## src/rtl/cfg_seq_pkg.sv

```systemverilog
package cfg_seq_pkg;

  typedef enum logic [2:0] {
    ST_POR    = 3'd0,
    ST_HOLD   = 3'd1,
    ST_CLEAR  = 3'd2,
    ST_WAIT   = 3'd3,
    ST_CONFIG = 3'd4,
    ST_START  = 3'd5,
    ST_OPER   = 3'd6
  } cfg_state_e;

  typedef struct packed {
    logic init_drive;
    logic done;
    logic hdc;
    logic ldc;
    logic mem_clear;
    logic dout_en;
    logic io_active;
    logic rst_rel;
  } cfg_outs_t;

endpackage

```

## src/rtl/cfg_sync.sv

```systemverilog
module cfg_sync #(
  parameter int          WIDTH   = 3,
  parameter int          STAGES  = 2,
  parameter logic [WIDTH-1:0] RST_VAL = '1
) (
  input  logic             clk_i,
  input  logic             rst_ni,
  input  logic [WIDTH-1:0] d_i,
  output logic [WIDTH-1:0] q_o
);

  logic [WIDTH-1:0] stage_q [STAGES];

  for (genvar s = 0; s < STAGES; s++) begin : g_stage
    if (s == 0) begin : g_first
      always_ff @(posedge clk_i or negedge rst_ni) begin
        if (!rst_ni) stage_q[s] <= RST_VAL;
        else         stage_q[s] <= d_i;
      end
    end else begin : g_next
      always_ff @(posedge clk_i or negedge rst_ni) begin
        if (!rst_ni) stage_q[s] <= RST_VAL;
        else         stage_q[s] <= stage_q[s-1];
      end
    end
  end

  assign q_o = stage_q[STAGES-1];

endmodule

```

## src/rtl/cfg_timer.sv

```systemverilog
module cfg_timer #(
  parameter int LIMIT = 16
) (
  input  logic clk_i,
  input  logic rst_ni,
  input  logic run_i,
  output logic expired_o
);

  localparam int CW = $clog2(LIMIT + 1);
  localparam logic [CW-1:0] LAST = CW'(LIMIT - 1);

  logic [CW-1:0] cnt_q;

  assign expired_o = run_i && (cnt_q == LAST);

  always_ff @(posedge clk_i or negedge rst_ni) begin
    if (!rst_ni)         cnt_q <= '0;
    else if (!run_i)     cnt_q <= '0;
    else if (!expired_o) cnt_q <= cnt_q + 1'b1;
  end

  // window counter never passes its terminal value
  p_timer_bound_r3: assert property (@(posedge clk_i) disable iff (!rst_ni)
    cnt_q <= LAST);

  p_timer_idle_r2: assert property (@(posedge clk_i) disable iff (!rst_ni)
    !run_i |=> cnt_q == '0);

endmodule

```

## src/rtl/cfg_fsm.sv

```systemverilog
module cfg_fsm
  import cfg_seq_pkg::*;
#(
  parameter int MODE_W = 4
) (
  input  logic              clk_i,
  input  logic              rst_ni,
  input  logic              pwr_good_i,
  input  logic              init_s_i,
  input  logic              reset_s_i,
  input  logic              prgm_s_i,
  input  logic [MODE_W-1:0] mode_i,
  input  logic              frame_valid_i,
  input  logic              frame_last_i,
  input  logic              bit_err_i,
  input  logic              keep_mem_i,
  input  logic              por_exp_i,
  input  logic              clr_exp_i,
  output cfg_state_e        state_o,
  output logic [MODE_W-1:0] mode_o
);

  cfg_state_e        state_q, state_d;
  logic              init_hi_q;
  logic              cfg_once_q;
  logic [MODE_W-1:0] mode_q;
  logic              req_ok;
  logic              skip_clr;
  logic              frame_err;
  logic              frame_end;

  assign req_ok    = reset_s_i && prgm_s_i;
  assign skip_clr  = keep_mem_i && cfg_once_q;
  assign frame_err = frame_valid_i && bit_err_i;
  assign frame_end = frame_valid_i && frame_last_i;

  always_comb begin
    state_d = state_q;
    if (!pwr_good_i) begin
      state_d = ST_POR;
    end else begin
      unique case (state_q)
        ST_POR:    if (por_exp_i) state_d = ST_HOLD;
        ST_HOLD:   if (req_ok) state_d = skip_clr ? ST_WAIT : ST_CLEAR;
        ST_CLEAR: begin
          if (!req_ok)        state_d = ST_HOLD;
          else if (clr_exp_i) state_d = ST_WAIT;
        end
        ST_WAIT: begin
          if (!req_ok)                    state_d = ST_HOLD;
          else if (init_s_i && init_hi_q) state_d = ST_CONFIG;
        end
        ST_CONFIG: begin
          // abort outranks completion when both land on one strobe
          if (!req_ok || !init_s_i || frame_err) state_d = ST_HOLD;
          else if (frame_end)                    state_d = ST_START;
        end
        ST_START:  state_d = req_ok ? ST_OPER : ST_HOLD;
        ST_OPER:   if (!prgm_s_i) state_d = ST_HOLD;
        default:   state_d = ST_POR;
      endcase
    end
  end

  always_ff @(posedge clk_i or negedge rst_ni) begin
    if (!rst_ni) begin
      state_q    <= ST_POR;
      init_hi_q  <= 1'b0;
      cfg_once_q <= 1'b0;
      mode_q     <= '0;
    end else begin
      state_q   <= state_d;
      init_hi_q <= (state_q == ST_WAIT) && init_s_i;
      if (!pwr_good_i)              cfg_once_q <= 1'b0;
      else if (state_q == ST_OPER)  cfg_once_q <= 1'b1;
      if (state_q == ST_WAIT && state_d == ST_CONFIG) mode_q <= mode_i;
    end
  end

  assign state_o = state_q;
  assign mode_o  = mode_q;

  p_cfg_entry_r4: assert property (@(posedge clk_i) disable iff (!rst_ni)
    $rose(state_q == ST_CONFIG) |-> $past(init_s_i) && $past(init_s_i, 2));

  p_mode_hold_r5: assert property (@(posedge clk_i) disable iff (!rst_ni)
    (state_q == ST_CONFIG) && $past(state_q == ST_CONFIG) |-> $stable(mode_q));

  p_err_blocks_start_r8: assert property (@(posedge clk_i) disable iff (!rst_ni)
    (state_q == ST_CONFIG) && frame_err |=> state_q != ST_START);

  p_cfg_drop_r9: assert property (@(posedge clk_i) disable iff (!rst_ni)
    (state_q == ST_CONFIG) && pwr_good_i && !init_s_i |=> state_q == ST_HOLD);

  p_oper_keeps_r10: assert property (@(posedge clk_i) disable iff (!rst_ni)
    (state_q == ST_OPER) && prgm_s_i && pwr_good_i |=> state_q == ST_OPER);

  p_skip_clear_r11: assert property (@(posedge clk_i) disable iff (!rst_ni)
    (state_q == ST_HOLD) && keep_mem_i && cfg_once_q && pwr_good_i |=> state_q != ST_CLEAR);

  p_pwr_loss_r12: assert property (@(posedge clk_i) disable iff (!rst_ni)
    !pwr_good_i |=> state_q == ST_POR && !cfg_once_q);

endmodule

```

## src/rtl/cfg_out_dec.sv

```systemverilog
module cfg_out_dec
  import cfg_seq_pkg::*;
(
  input  cfg_state_e state_i,
  output cfg_outs_t  outs_o
);

  always_comb begin
    outs_o            = '0;
    outs_o.hdc        = 1'b1;
    unique case (state_i)
      ST_POR, ST_HOLD: outs_o.init_drive = 1'b1;
      ST_CLEAR: begin
        outs_o.init_drive = 1'b1;
        outs_o.mem_clear  = 1'b1;
      end
      ST_WAIT:   ;
      ST_CONFIG: outs_o.dout_en = 1'b1;
      ST_START:  outs_o.done    = 1'b1;
      ST_OPER: begin
        outs_o.done      = 1'b1;
        outs_o.io_active = 1'b1;
        outs_o.rst_rel   = 1'b1;
        outs_o.hdc       = 1'b0;
        outs_o.ldc       = 1'b1;
      end
      default:   outs_o.init_drive = 1'b1;
    endcase
  end

endmodule

```

## src/rtl/cfg_seq.sv

```systemverilog
module cfg_seq
  import cfg_seq_pkg::*;
#(
  parameter int MODE_W      = 4,
  parameter int POR_CYCLES  = 40,
  parameter int CLR_CYCLES  = 12,
  parameter int SYNC_STAGES = 2
) (
  input  logic              clk_i,
  input  logic              rst_ni,
  input  logic              pwr_good_i,
  input  logic              init_line_i,
  input  logic              reset_req_ni,
  input  logic              prgm_req_ni,
  input  logic [MODE_W-1:0] mode_i,
  input  logic              frame_valid_i,
  input  logic              frame_last_i,
  input  logic              bit_err_i,
  input  logic              keep_mem_i,
  output logic              init_drive_o,
  output logic              done_o,
  output logic              hdc_o,
  output logic              ldc_o,
  output logic              mem_clear_o,
  output logic              dout_en_o,
  output logic              io_active_o,
  output logic              int_rst_rel_o,
  output logic [MODE_W-1:0] cfg_mode_o
);

  localparam int NSYNC = 3;

  logic [NSYNC-1:0] sync_d, sync_q;
  logic             init_s, prgm_s, reset_s;
  logic             por_exp, clr_exp;
  cfg_state_e       state;
  cfg_outs_t        outs;

  assign sync_d = {init_line_i, prgm_req_ni, reset_req_ni};
  assign {init_s, prgm_s, reset_s} = sync_q;

  cfg_sync #(
    .WIDTH  (NSYNC),
    .STAGES (SYNC_STAGES),
    .RST_VAL({NSYNC{1'b1}})
  ) u_sync (
    .clk_i (clk_i),
    .rst_ni(rst_ni),
    .d_i   (sync_d),
    .q_o   (sync_q)
  );

  cfg_timer #(.LIMIT(POR_CYCLES)) u_por_tmr (
    .clk_i    (clk_i),
    .rst_ni   (rst_ni),
    .run_i    (pwr_good_i && state == ST_POR),
    .expired_o(por_exp)
  );

  cfg_timer #(.LIMIT(CLR_CYCLES)) u_clr_tmr (
    .clk_i    (clk_i),
    .rst_ni   (rst_ni),
    .run_i    (state == ST_CLEAR),
    .expired_o(clr_exp)
  );

  cfg_fsm #(.MODE_W(MODE_W)) u_fsm (
    .clk_i        (clk_i),
    .rst_ni       (rst_ni),
    .pwr_good_i   (pwr_good_i),
    .init_s_i     (init_s),
    .reset_s_i    (reset_s),
    .prgm_s_i     (prgm_s),
    .mode_i       (mode_i),
    .frame_valid_i(frame_valid_i),
    .frame_last_i (frame_last_i),
    .bit_err_i    (bit_err_i),
    .keep_mem_i   (keep_mem_i),
    .por_exp_i    (por_exp),
    .clr_exp_i    (clr_exp),
    .state_o      (state),
    .mode_o       (cfg_mode_o)
  );

  cfg_out_dec u_dec (
    .state_i(state),
    .outs_o (outs)
  );

  assign init_drive_o  = outs.init_drive;
  assign done_o        = outs.done;
  assign hdc_o         = outs.hdc;
  assign ldc_o         = outs.ldc;
  assign mem_clear_o   = outs.mem_clear;
  assign dout_en_o     = outs.dout_en;
  assign io_active_o   = outs.io_active;
  assign int_rst_rel_o = outs.rst_rel;

  p_clear_holds_init_r3: assert property (@(posedge clk_i) disable iff (!rst_ni)
    mem_clear_o |-> init_drive_o);

  p_release_after_clear_r3: assert property (@(posedge clk_i) disable iff (!rst_ni)
    $fell(mem_clear_o) && pwr_good_i && $past(reset_s && prgm_s) |-> !init_drive_o);

  p_dout_config_r6: assert property (@(posedge clk_i) disable iff (!rst_ni)
    dout_en_o |-> !init_drive_o && hdc_o && !ldc_o && !done_o);

  p_io_after_done_r7: assert property (@(posedge clk_i) disable iff (!rst_ni)
    $rose(io_active_o) |-> $past(done_o) && int_rst_rel_o);

  p_unpowered_r1: assert property (@(posedge clk_i) disable iff (!rst_ni)
    !pwr_good_i |=> init_drive_o && !done_o && !io_active_o && !int_rst_rel_o);

endmodule

```

## config.mk

```make
export PLATFORM = sky130hd
export DESIGN_NAME = cfg_seq
export DESIGN_NICKNAME = d
export VERILOG_FILES = /design/src/rtl/cfg_seq_pkg.sv /design/src/rtl/cfg_sync.sv /design/src/rtl/cfg_timer.sv /design/src/rtl/cfg_fsm.sv /design/src/rtl/cfg_out_dec.sv /design/src/rtl/cfg_seq.sv
export SDC_FILE = /design/constraint.sdc
export NUM_CORES = 1
export LEC_CHECK = 0
export BUFFER_PORTS_ARGS = -buffer_cell sky130_fd_sc_hd__buf_2
export CAP_MARGIN = 20
export CORE_ASPECT_RATIO = 1.25
export CORE_MARGIN = 1
export CORE_UTILIZATION = 30
export CTS_CLUSTER_SIZE = 16
export DETAILED_ROUTE_END_ITERATION = 7
export HOLD_SLACK_MARGIN = 0.06
export MAX_ROUTING_LAYER = met4
export RECOVER_POWER = 100
export SLEW_MARGIN = 30
export SYNTH_ARGS = -nofsm -noshare
export SYNTH_HDL_FRONTEND = slang
export SYNTH_SLANG_ARGS = --single-unit
```

## constraint.sdc

```tcl
create_clock -name clk_i -period 1.58 [get_ports clk_i]
set_input_delay 0.079 -clock clk_i [delete_from_list [all_inputs] [get_ports clk_i]]
set_output_delay 0.079 -clock clk_i [all_outputs]
set_load 0.02 [all_outputs]
```

**After elaboration in Yosys (flattened, before gate mapping)**

Cells that the tools add are included.

- Bits in registers: 25
- Logic and storage cells: 64
- Input bits: 14

- Muxes and demuxes: 25
- Equality and inequality tests: 12
- $add $sub $neg: 2
- Reduce and logical (&&, ||, !) cells: 17

Operator list:

| kind | count |
|---|---|
| $mux 3 | 11 |
| $pmux 3 s7 | 1 |
| $eq 3x3->1 const B | 4 |
| $mux 6 | 2 |
| $logic_and 1x1->1 | 10 |
| $mux 4 | 2 |
| $mux 1 | 7 |
| $add 6x1->6 const B | 1 |
| $eq 3x2->1 const B | 2 |
| $eq 6x6->1 const B | 1 |
| $add 4x1->4 const B | 1 |
| $eq 4x4->1 const B | 1 |
| $mux 2 | 2 |
| $ne 2x2->1 const B | 2 |
| $reduce_or 4->1 | 1 |
| $eq 3x1->1 const B | 1 |
| $logic_not 3->1 | 1 |
| $logic_not 1->1 | 2 |
| $logic_or 1x1->1 | 2 |
| $ne 2x1->1 const B | 1 |
| $reduce_or 2->1 | 1 |

**Depth between registers and ports, before layout**

- Word-level depth: 9
- Mapped depth: 6
- Gate-level depth less buffers: 5

**Hierarchy**

From an unflattened synthesis, not the netlist that was laid out.

- Cells, all modules: 125
- Area total of the unflattened synthesis: 1337.5 µm²

By module, submodules not included:

| module | cells each | area an instance (µm²) | instances |
|---|---|---|---|
| cfg_fsm | 52 | 535.5 | 1 |
| cfg_timer at u_por_tmr | 32 | 315.3 | 1 |
| cfg_timer at u_clr_tmr | 20 | 212.7 | 1 |
| cfg_sync | 9 | 180.2 | 1 |
| cfg_out_dec | 10 | 71.3 | 1 |
| cfg_seq | 2 | 22.5 | 1 |

**Worst setup path before layout**

OpenSTA, ideal clock, no wires.

- Kind: reg2reg
- From: register u_fsm.state_q[0] (netlist: u_fsm.state_o[0])
- To: register u_fsm.state_q[1] (netlist: u_fsm.state_o[1])
- Library setup time: 0.094 ns
- Data required time: 1.486 ns
- Slack: 0.051 ns
- Stages on the path, launching flop included: 6
- Arrival time: 1.435 ns
- Cells stage by stage: dfrtp_1 > buf_4 > and2b_1 > and2_1 > inv_1 > a211oi_1

- Word-level cells in the longest chain between the ends: 6

RTL lines:

| what | line | RTL |
|---|---|---|
| start: declaration | cfg_fsm.sv:23 | `cfg_state_e state_q, state_d;` |
| start signal: assignment | cfg_fsm.sv:72 | `state_q <= state_d;` |
| $eq 3x2->1 or $logic_not 3->1 (tied branches) | cfg_fsm.sv:42, cfg_seq.sv:63, cfg_seq.sv:56 |  |
| $logic_and 1x1->1 (on tied branches) | cfg_timer.sv:15, cfg_seq.sv:56 |  |
| $mux 3 or $logic_and 1x1->1 (tied branches) | cfg_fsm.sv:47, cfg_timer.sv:15 |  |
| $mux 3 (on tied branches) | cfg_fsm.sv:46, cfg_fsm.sv:43 |  |
| $pmux 3 s7 * | cfg_fsm.sv:42 | `unique case (state_q)` |
| $mux 3 * | cfg_fsm.sv:39 | `if (!pwr_good_i) begin` |
| named net u_fsm.state_d[1] | cfg_fsm.sv:23 |  |

Mark *: on every way through the listed nets, which the timed path passes. The rest lies on a longest branch.
A chain may end at the register's enable or synchronous reset.

**Worst setup path in the final report**

- From: register u_fsm.state_q[1] (netlist: u_fsm.state_o[1])
- To: register u_fsm.mode_q[3] (netlist: u_fsm.mode_o[3])

- Word-level cells in the longest chain between the ends: 8

RTL lines:

| what | line | RTL |
|---|---|---|
| $eq 3x2->1 or $logic_not 3->1 (tied branches) | cfg_fsm.sv:42, cfg_seq.sv:63, cfg_seq.sv:56 |  |
| $logic_and 1x1->1 (on tied branches) | cfg_timer.sv:15, cfg_seq.sv:56 |  |
| $mux 3 or $logic_and 1x1->1 (tied branches) | cfg_fsm.sv:47, cfg_timer.sv:15 |  |
| $mux 3 (on tied branches) | cfg_fsm.sv:46, cfg_fsm.sv:43 |  |
| $pmux 3 s7 | cfg_fsm.sv:42 |  |
| $mux 3 | cfg_fsm.sv:39 |  |
| $eq 3x3->1 | cfg_fsm.sv:76 | `if (state_q == ST_WAIT && state_d == ST_CONFIG) mode_q <= mode_i;` |
| $logic_and 1x1->1 * | cfg_fsm.sv:76 |  |
| end signal: assignment | cfg_fsm.sv:76 |  |
| end: declaration | cfg_fsm.sv:26 | `logic [MODE_W-1:0] mode_q;` |

Mark *: on every way between the ends. The rest lies on a longest branch, timed or not.

==> out/summary.md <==
The worst setup path is launched from a flop. The net switching power came out at 0.239 mW. The run gives 0 as the number of max-cap violations. The worst clock skew was 0.00520 ns; the number of storage elements in the synthesis netlist was 25. Of the synthesized area, sequential elements account for 50.8%.

The proportion of total power due to net switching was 21.4%; the largest net degree at the start of global routing was 26. In the routed layout, each cell is associated on average with a via count of 4.65. Ranked by total cell area, the synthesized netlist is headed by sky130_fd_sc_hd__dfrtp_1 (38%), sky130_fd_sc_hd__dfstp_2 (13%), sky130_fd_sc_hd__nor2_1 (3.9%), sky130_fd_sc_hd__mux2_2 (3.6%), sky130_fd_sc_hd__xor2_1 (3.5%).

The run gives 0 as the number of hold violations in the final report. The tools report the post-DP HPWL as 1840 um. In this run the top signal layer used is met4. The run gives 1 as the setup violation total in the final timing report.

The most used flip-flop cell after synthesis was sky130_fd_sc_hd__dfrtp_1. The area growth from synthesis to layout came out at 30.7%. TritonCTS built the clock tree.

The minimum setup slack in the final design was -0.000355 ns; the number of nets with antenna violations after routing was 0. Yosys printed 0 warnings. At the pin with the least slew margin, the transition time is 0.602 ns. STA classifies the critical path endpoint as a flop. The met2 routed wirelength was 1370 um; the total routing usage reported by global routing was 12.0%. The share of the synthesized area in the top cell type was 38.2%. At the end of the flow, the number of nets in the layout was 173. The distinct cell type count of the synthesized netlist was 38; the die height was 74.1 um. Cell area after technology mapping: 1250 um^2.

Leaving out fill and tap cells, the most frequent cells in the layout are sky130_fd_sc_hd__buf_2 (19), sky130_fd_sc_hd__dfrtp_1 (19), sky130_fd_sc_hd__nor2_1 (13). Synthesis produced 115 cells. In the synthesized netlist the async set-or-reset flop fraction comes to 100%.

The tools report the number of ports placed on the die boundary as 26. The first global-routing pass estimated 3910 um of wire. Counting every net in the synthesized netlist gives 131. Met1 wire length: 1140 um.

Along the worst path, the maximum fanout reaches 4. The flow ran to the end, but the final reports show violations. The sum of internal, switching and leakage power is 1.12 mW, and the buffer depth of the longest clock path is 2. By startpoint and endpoint, the worst setup path is classified as reg -> reg. Global routing finished with a remaining overflow of 0. The first-pass iteration count of the detailed router came out at 4.

After floorplanning, the core was sized to cover 3880 um^2. The minimum clock period after layout was 1.58 ns; the cell-internal power was 0.877 mW. The number of enable flip-flop cells after synthesis works out to 0.

In the final routed layout, each cell accounts on average for 12.4 um. For this design the static power due to leakage is 0.729 nW. The final reports fail on setup timing.

The worst path required time came out at 1.73 ns. Setup repair after global routing could not meet its margin everywhere. The number of violations reported at the end of detailed-routing iteration 0 was 25; the part of the total power dissipated in combinational logic was 7.2%. The DRC violation count after routing is 0, and the count of fill cells added during filler insertion is 391. The worst-case IR drop observed on VDD is 0.639 mV.

The post-route netlist has 34.0% of its cells at a drive strength greater than 1. The total count of max-transition violations in the final report was 0; the initial antenna violation count was 0. The via count of the first global-routing pass was 868.

After clock tree synthesis, the clock-pin slew on the worst setup and hold paths is 0.08 ns. In this run the tightest slew margin relative to its limit is 59.9%. The biggest area contributor in the post-synthesis netlist is sky130_fd_sc_hd__dfrtp_1. The floorplan has 25 rows. Clock tree synthesis selected as its root buffer the cell sky130_fd_sc_hd__clkbuf_8. At the end of routability-driven placement, the weighted congestion stood at 0.830. After layout, the worst path uses 100% of the clock period. The clock latency on the worst-skew pair was 0.26 ns; the final wirelength was 2600 um.

The average size of a mapped cell came out at 10.8 um^2. The run gives 25 as the clock net sink count. Summed over all nets, wire length on met3 after detailed routing comes to 61 um. The run gives 0 as the number of diodes. The clock network accounts for 32.8% of the total power.

Total area of multi-input combinational cells: 577 um^2. The die covers 4420 um^2. In this run, CTS created clock tree buffers numbering 3. The H-tree depth was 1. Derived from the worst setup path, the maximum achievable clock frequency is 633 MHz.

In this run the tool buffered the top-level ports with 25 buffer cells. The tools report the sequential power share as 60.0%. Summed over all failing endpoints, the final setup total negative slack is -0.000355 ns. Summing all flip-flop and latch instances after layout gives 633 um^2. STA puts the critical path data arrival time at 1.73 ns.

For this design the ratio of total power to cell area is 686 nW/um^2. The width of the chip came out at 59.6 um. The routed layout has 977 vias. The initial utilization of the core area, before any placement, comes to 32.1%. Type of the most critical hold path: in -> reg.
[registers in the layout (all words and copies together) (netlist names)]
signal,flops
u_por_tmr.cnt_q,6
u_clr_tmr.cnt_q,4
u_fsm.mode_o,4
u_fsm.state_o,3
u_sync.q_o,3
u_sync.stage_q,3
u_fsm.cfg_once_q,1
u_fsm.init_hi_q,1
[worst paths after layout]
| kind | from | endpoint | slack [ns] | depth (start not counted) |
|---|---|---|---|---|
| max | u_fsm.state_o[1] | u_fsm.mode_o[3] | -0.0004 | 5 |
| min | pwr_good_i | u_fsm.cfg_once_q | 0.08 | 2 |
| max reg2reg | u_fsm.state_o[1] | u_fsm.mode_o[3] | -0.0004 | 5 |
| min reg2reg | u_sync.stage_q[4] | u_sync.q_o[1] | 0.35 | 0 |
| max in group asynchronous | rst_ni | u_fsm.state_o[0] | 0.84 | 2 |
| min in group asynchronous | rst_ni | u_fsm.mode_o[1] | 0.35 | 2 |
[critical path, stage by stage (launching register included)]
cell	delay, ns
sky130_fd_sc_hd__dfrtp_1	0.40
sky130_fd_sc_hd__buf_6	0.13
sky130_fd_sc_hd__nand3_2	0.07
sky130_fd_sc_hd__nand2_2	0.09
sky130_fd_sc_hd__nor4_4	0.41
sky130_fd_sc_hd__mux2_2	0.38
[Yosys cell counts, types with 2 or more instances]
cell type	instances
sky130_fd_sc_hd__dfrtp_1	19
sky130_fd_sc_hd__nor2_1	13
sky130_fd_sc_hd__nand2_1	7
sky130_fd_sc_hd__dfstp_2	6
sky130_fd_sc_hd__a21oi_1	5
sky130_fd_sc_hd__nand3_1	5
sky130_fd_sc_hd__xor2_1	5
sky130_fd_sc_hd__buf_4	4
sky130_fd_sc_hd__mux2_2	4
sky130_fd_sc_hd__nand2b_1	4
sky130_fd_sc_hd__inv_1	3
sky130_fd_sc_hd__mux2i_1	3
sky130_fd_sc_hd__nand3b_1	3
sky130_fd_sc_hd__o21a_1	3
sky130_fd_sc_hd__xnor2_1	3
sky130_fd_sc_hd__and2_1	2
sky130_fd_sc_hd__ha_1	2
sky130_fd_sc_hd__nand2_2	2
sky130_fd_sc_hd__nor3_1	2
sky130_fd_sc_hd__o21ai_0	2
[power groups by stage]
| stage | Clock, mW | Combinational, mW | Sequential (mW) |
|---|---|---|---|
| finish | 0.366 | 0.0807 | 0.670 |
| global route | 0.404 | 0.0925 | 0.672 |
| CTS | 0.390 | 0.0774 | 0.669 |
| detailed placement | 0 | 0.0641 | 0.681 |
| global placement | 0 | 0.0621 | 0.681 |
| floorplan | 0 | 0.0213 | 0.681 |
[timing repair]
| action | in CTS | in global routing |
|---|---|---|
| gates resized for setup | 0 | 7 |
| setup endpoints to repair | 1 | 7 |
| hold buffers | 7 | 1 |
| setup buffers | 2 | 1 |
| hold endpoints to repair | 25 | 1 |
| pin swaps | 0 | 3 |
[layer usage]
metal,vias to the layer above,global-route usage (%)
li1,477,-
met1,479,15.7
met5,-,-
met4,0,3.88
met2,19,19.3
met3,2,1.57
[area by class of cell]
cell class	instances	area share, %
clock buffer	3	2.53
tap	54	4.15
clock inverter	1	0.307
multi-input combinational	81	35.4
timing repair buffer	43	18.0
sequential	25	38.9
inverter	3	0.691
[logic make-up (layout without fill, tap and decap cells)]
| group | count (synthesis) | in the layout | share of synthesized area (%) |
|---|---|---|---|
| xor gates and xnor gates | 8 | 8 | 5.62 |
| and+or+nand+nor | 47 | 47 | 22.2 |
| adders and majority gates | 2 | 2 | 2.01 |
| muxes | 7 | 7 | 6.02 |
| AOI/OAI and AO/OA | 17 | 17 | 8.74 |
| buffers and inverters | 9 | 50 | 4.62 |
| DFF | 25 | 25 | 50.8 |
[metrics by stage]
| stage | cells | setup WS, ns | hold WS (ns) | util [%] | instance area, um^2 |
|---|---|---|---|---|---|
| after floorplan | 115 | 0.0507 | -0.217 | - | 1250 |
| after global placement | 195 | 0.0901 | 0.0883 | 37.6 | 1460 |
| after detailed placement | 195 | 0.0474 | 0.108 | 37.6 | 1460 |
| after CTS | 208 | 0.0100 | 0.0719 | 41.0 | 1590 |
| after global routing | 210 | -0.0544 | 0.0684 | 42.0 | 1630 |
| final | 210 | -0.000355 | 0.0770 | 42.0 | 1630 |
Note: power is estimated with default switching activity, not from simulation.
